`src/rtl/bfdp_pkg.sv`:
```
package bfdp_pkg;

    typedef enum logic [2:0] {
        OP_CELL_INC = 3'b000,
        OP_CELL_DEC = 3'b001,
        OP_PTR_INC  = 3'b010,
        OP_PTR_DEC  = 3'b011,
        OP_LOOP_IN  = 3'b100,
        OP_LOOP_OUT = 3'b101,
        OP_EMIT     = 3'b110,
        OP_FETCH    = 3'b111
    } bf_op_e;

    typedef struct packed {
        logic   valid;
        bf_op_e op;
    } bf_dec_t;

    // Bit positions inside the code that steer the datapath
    localparam int unsigned BIT_DIR = 0;  // 0: +1, 1: -1
    localparam int unsigned BIT_SEL = 1;  // 0: cell, 1: pointer
    localparam int unsigned BIT_ACT = 2;  // 1: loop or I/O, no write here

endpackage

```
`src/rtl/bfdp_decode.sv`:
```
module bfdp_decode
    import bfdp_pkg::*;
(
    input  logic [7:0] byte_in,
    output bf_dec_t    dec
);
    always_comb begin
        dec.valid = 1'b1;
        case (byte_in)
            8'h2B:   dec.op = OP_CELL_INC;
            8'h2D:   dec.op = OP_CELL_DEC;
            8'h3E:   dec.op = OP_PTR_INC;
            8'h3C:   dec.op = OP_PTR_DEC;
            8'h5B:   dec.op = OP_LOOP_IN;
            8'h5D:   dec.op = OP_LOOP_OUT;
            8'h2E:   dec.op = OP_EMIT;
            8'h2C:   dec.op = OP_FETCH;
            default: begin
                dec.valid = 1'b0;
                dec.op    = OP_CELL_INC;
            end
        endcase
    end
endmodule

```
`src/rtl/bfdp_step.sv`:
```
module bfdp_step #(
    parameter int unsigned W = 8
) (
    input  logic [W-1:0] cell_in,
    input  logic [W-1:0] ptr_in,
    input  logic         sel_ptr,
    input  logic         dir_down,
    output logic [W-1:0] result
);
    logic [W-1:0] operand;

    always_comb begin
        operand = sel_ptr ? ptr_in : cell_in;
        result  = dir_down ? operand - W'(1) : operand + W'(1);
    end
endmodule

```
`src/rtl/bfdp_store.sv`:
```
module bfdp_store #(
    parameter int unsigned W = 8
) (
    input  logic         clk,
    input  logic         rst,
    input  logic         cell_we,
    input  logic         ptr_we,
    input  logic [W-1:0] wdata,
    output logic [W-1:0] ptr_q,
    output logic [W-1:0] cell_q
);
    localparam int unsigned DEPTH = 1 << W;

    logic [W-1:0] bank [DEPTH];

    always_ff @(posedge clk) begin
        if (rst)         ptr_q <= '0;
        else if (ptr_we) ptr_q <= wdata;
    end

    for (genvar g = 0; g < DEPTH; g++) begin : g_cell
        always_ff @(posedge clk) begin
            if (rst)                                bank[g] <= '0;
            else if (cell_we && ptr_q == W'(g))     bank[g] <= wdata;
        end
    end

    assign cell_q = bank[ptr_q];
endmodule

```
`src/rtl/bfdp_core.sv`:
```
module bfdp_core
    import bfdp_pkg::*;
#(
    parameter int unsigned PC_W = 32,
    parameter int unsigned W    = 8
) (
    input  logic            clk,
    input  logic            rst,
    input  logic            en,
    input  logic [7:0]      instr_byte,
    output logic [PC_W-1:0] pc,
    output logic [2:0]      op_code,
    output logic            op_valid,
    output logic [W-1:0]    cell_val,
    output logic [W-1:0]    ptr_val
);
    bf_dec_t      dec;
    logic [W-1:0] step_res;
    logic         wr_ok;
    logic         cell_we;
    logic         ptr_we;

    bfdp_decode u_dec (
        .byte_in (instr_byte),
        .dec     (dec)
    );

    bfdp_step #(.W(W)) u_step (
        .cell_in  (cell_val),
        .ptr_in   (ptr_val),
        .sel_ptr  (dec.op[BIT_SEL]),
        .dir_down (dec.op[BIT_DIR]),
        .result   (step_res)
    );

    always_comb begin
        wr_ok   = en & dec.valid & ~dec.op[BIT_ACT];
        cell_we = wr_ok & ~dec.op[BIT_SEL];
        ptr_we  = wr_ok &  dec.op[BIT_SEL];
    end

    bfdp_store #(.W(W)) u_store (
        .clk     (clk),
        .rst     (rst),
        .cell_we (cell_we),
        .ptr_we  (ptr_we),
        .wdata   (step_res),
        .ptr_q   (ptr_val),
        .cell_q  (cell_val)
    );

    always_ff @(posedge clk) begin
        if (rst)     pc <= '0;
        else if (en) pc <= pc + PC_W'(1);
    end

    assign op_code  = dec.op;
    assign op_valid = dec.valid;
endmodule

```
`config.mk`:
```
export PLATFORM = sky130hd
export DESIGN_NAME = bfdp_core
export DESIGN_NICKNAME = d
export VERILOG_FILES = /design/src/rtl/bfdp_pkg.sv /design/src/rtl/bfdp_decode.sv /design/src/rtl/bfdp_step.sv /design/src/rtl/bfdp_store.sv /design/src/rtl/bfdp_core.sv
export SDC_FILE = /design/constraint.sdc
export NUM_CORES = 2
export LEC_CHECK = 0
export CAP_MARGIN = 5
export CORE_MARGIN = 3
export CORE_UTILIZATION = 35
export DETAILED_ROUTE_END_ITERATION = 6
export PLACE_DENSITY_LB_ADDON = 0.2
export SLEW_MARGIN = 30
export SYNTH_ARGS = -nofsm -noshare
export SYNTH_HDL_FRONTEND = slang
export SYNTH_SLANG_ARGS = --single-unit
```
`constraint.sdc`:
```
create_clock -name clk -period 8.2 [get_ports clk]
set_clock_uncertainty 0.05 [all_clocks]
set_input_delay 1.23 -clock clk [delete_from_list [all_inputs] [get_ports clk]]
set_output_delay 1.23 -clock clk [all_outputs]
set_load 0.05 [all_outputs]
```
==> impl_metrics.env <==
export IMPL_yosys_warnings=0
export IMPL_htree_levels=4
export IMPL_gp_congestion=0.8166
export IMPL_seq_power_share=0.523
export IMPL_final_util=0.3991
export IMPL_path_delay_family="multiplexers"
export IMPL_path_common_cell="mux4_2"
export IMPL_drt_iter0_markers=6560
export IMPL_grt_pass1_wl_um=416700
export IMPL_wirelength_um=289500
export IMPL_die_h_um=521.4
export IMPL_cts_buffers=222
export IMPL_synth_area_per_cell_um2=14.61
export IMPL_post_cts_buffers=0
export IMPL_ir_drop_uv=224.3
export IMPL_fin_ws_ns=1.132
export IMPL_cts_root_buf="clkbuf_16"
export IMPL_pwr_share_clk=0.428
export IMPL_grt_ovfl_total=0
export IMPL_path_class="reg -> out"
export IMPL_slew_viol_final=0
export IMPL_worstHoldPathType="reg -> reg"
export IMPL_switchingPower_uw=5320
export IMPL_finalSetupViolCount=0
export IMPL_grt_pass1_vias=55860
export IMPL_cellInternalPower_uw=17950
export IMPL_period_share=0.8620
export IMPL_max_freq_ghz=0.1415
export IMPL_synth_top_area_cell="edfxtp_1"
export IMPL_final_cell_mix="edfxtp_1, nor2_1, mux4_2, nand2_1, nor3_1"
export IMPL_layout_commonest_cell="edfxtp_1"
export IMPL_vias=55830
export IMPL_syn_inst=6364
export IMPL_ctsResizeCount=0
export IMPL_antenna_found_initial=14
export IMPL_critPathBufInv=4
export IMPL_grt_setup_unrepaired="no"
export IMPL_grt_total_usage=0.2106
export IMPL_synth_nets=6383
export IMPL_portBuffers=62
export IMPL_tightest_slew_ns=1.070
export IMPL_syn_to_final_growth_pct=13.00
export IMPL_min_period_ns=7.068
export IMPL_antenna_left=0
export IMPL_path_clk_slew_ns=0.06
export IMPL_ys_ff_latch=2096
export IMPL_synthesis_area_mm2=0.09297
export IMPL_synth_area_top_cells="edfxtp_1, mux4_2, nor2_1"
export IMPL_coreArea_mm2=0.2632
export IMPL_crit_path_max_incr_delay_ns=0.90
export IMPL_wl_per_cell_um=29.06
export IMPL_cts_hold_buf=0
export IMPL_rows=188
export IMPL_synth_edff_count=2048
export IMPL_vias_per_cell=5.605
export IMPL_cts_sinks=2096
export IMPL_relSlewSlack=0.2868
export IMPL_cts_tree="yes"
export IMPL_switching_share=0.2286
export IMPL_nFillCells=24220
export IMPL_yosys_most_used_dff="edfxtp_1"
export IMPL_synthArstFlopShare=0
export IMPL_drive_gt1_frac=0.1770
export IMPL_setup_worst_path_end_class="primary output"
export IMPL_status="finished clean"
export IMPL_first_pass_iters=5
export IMPL_clk_latency_ns=0.89
export IMPL_yosysSeqAreaShare=0.6718
export IMPL_synth_top_cell_area_share=0.6615
export IMPL_cts_buffer_depth=3
export IMPL_cp_slowest_cell="clkdlybuf4s50_1"
export IMPL_synth_cell_types=61
export IMPL_arrival_ns=5.79
export IMPL_worstPathRequired_ns=6.92
export IMPL_die_area_mm2=0.2719
export IMPL_final_nets=6280
export IMPL_tns_ns=0
export IMPL_power_frac_comb=0.049
export IMPL_crit_fanout=34
export IMPL_hold_viol=0
export IMPL_leakagePower_uw=0.03592
export IMPL_path_cells="buf_12, buf_12, buf_4, mux4_2, mux4_2, mux4_2, mux4_2, clkdlybuf4s50_1"
export IMPL_place_hpwl_um=182000
export IMPL_cap_violations=0
export IMPL_die_w_um=521.4
export IMPL_startpoint_type="flip-flop"
export IMPL_drc_errors=0
export IMPL_initial_core_util=0.3532
export IMPL_power_density_mw_per_mm2=221.5
export IMPL_ios=63
export IMPL_dpl_worst_slack_ns=1.279
export IMPL_grt_max_degree=149
[final timing paths]
path                                 from                  end  slack [ns]  depth (start not counted)
worst max-delay path            flip-flop          cell_val[5]        1.13                          8
worst min-delay path               pc[12]               pc[12]        0.46                          2
worst max register to register  flip-flop  u_store.bank[71][7]        1.21                         17
worst min register to register     pc[12]               pc[12]        0.46                          2
[sequential cells by signal (all words and copies together), names as in the netlist, named ones only]
register	flops
pc	32
u_store.bank	2048
u_store.ptr_q	8
[cell families after synthesis]
logic type / count (synthesis) / synth area share
and+or+nand+nor: 2604 / 0.1127
AOI/OAI and AO/OA: 378 / 0.03005
buffers and inverters: 557 / 0.02541
DFF: 2096 / 0.6718
adders and majority gates: 8 / 0.001157
muxes: 689 / 0.1559
xor gates and xnor gates: 32 / 0.003015
[cell type report]
type	instances	area, um2	share of cell area
clock buffers	274	5874	0.05591
multi-input cells	3711	28530	0.2715
flip-flops and latches	2096	62480	0.5947
inverters	10	45.04	0.0004287
well taps	3515	4398	0.04186
diodes	1	2.502	0.00002382
repair buffers	220	2520	0.02399
clock inverters	134	1216	0.01158
[stage by stage]
stage / instance area [um2] / cells / total power (uW) / hold slack (ns)
CTS: 105100 / 9960 / 23440 / 0.4660
finish: 105100 / 9961 / 23270 / 0.4554
detailed placement: 97960 / 9552 / 13550 / 0.4575
global route: 105100 / 9961 / 23960 / 0.5095
global placement: 97890 / 9550 / 13530 / 0.4417
floorplan: 92970 / 6364 / 13030 / 0.6711
[Yosys cell counts (6+ instances only)]
library cell / number
mux4_2: 606
buf_2: 124
nor4_1: 11
xor2_1: 27
nor2b_1: 19
nand3_1: 35
buf_1: 51
o21ai_0: 8
clkbuf_1: 350
nand4_1: 15
mux2i_1: 81
nand2_1: 317
nor3_1: 285
ha_1: 7
a21oi_1: 22
inv_1: 8
nor2_1: 1866
and4_1: 6
nand2b_1: 12
buf_6: 9
dfxtp_1: 48
a22oi_1: 40
edfxtp_1: 2048
a21o_1: 263
and3_1: 15
buf_4: 13
a22o_1: 6
a211oi_1: 7
[worst min-delay path, stage by stage, from the launching register on]
cell	delay, ns
dfxtp_1	0.33
o21ai_0	0.07
a21oi_1	0.06
[layer usage]
layer | part of all wire | GRT usage
met5 | 0.000045 | 0
met4 | 0.032 | 0.06644
met3 | 0.066 | 0.02829
met2 | 0.48 | 0.3406
met1 | 0.42 | 0.2957
[power groups by stage]
stage	Combinational (uW)	Sequential (uW)	Clock, uW
final	1140	12200	9960
after global routing	1190	12200	10600
after CTS	1150	12200	10100
after detailed placement	1150	12400	0
after global placement	1140	12400	0
after floorplan	680	12300	0
No activity file was read; power rests on OpenSTA's default activity.
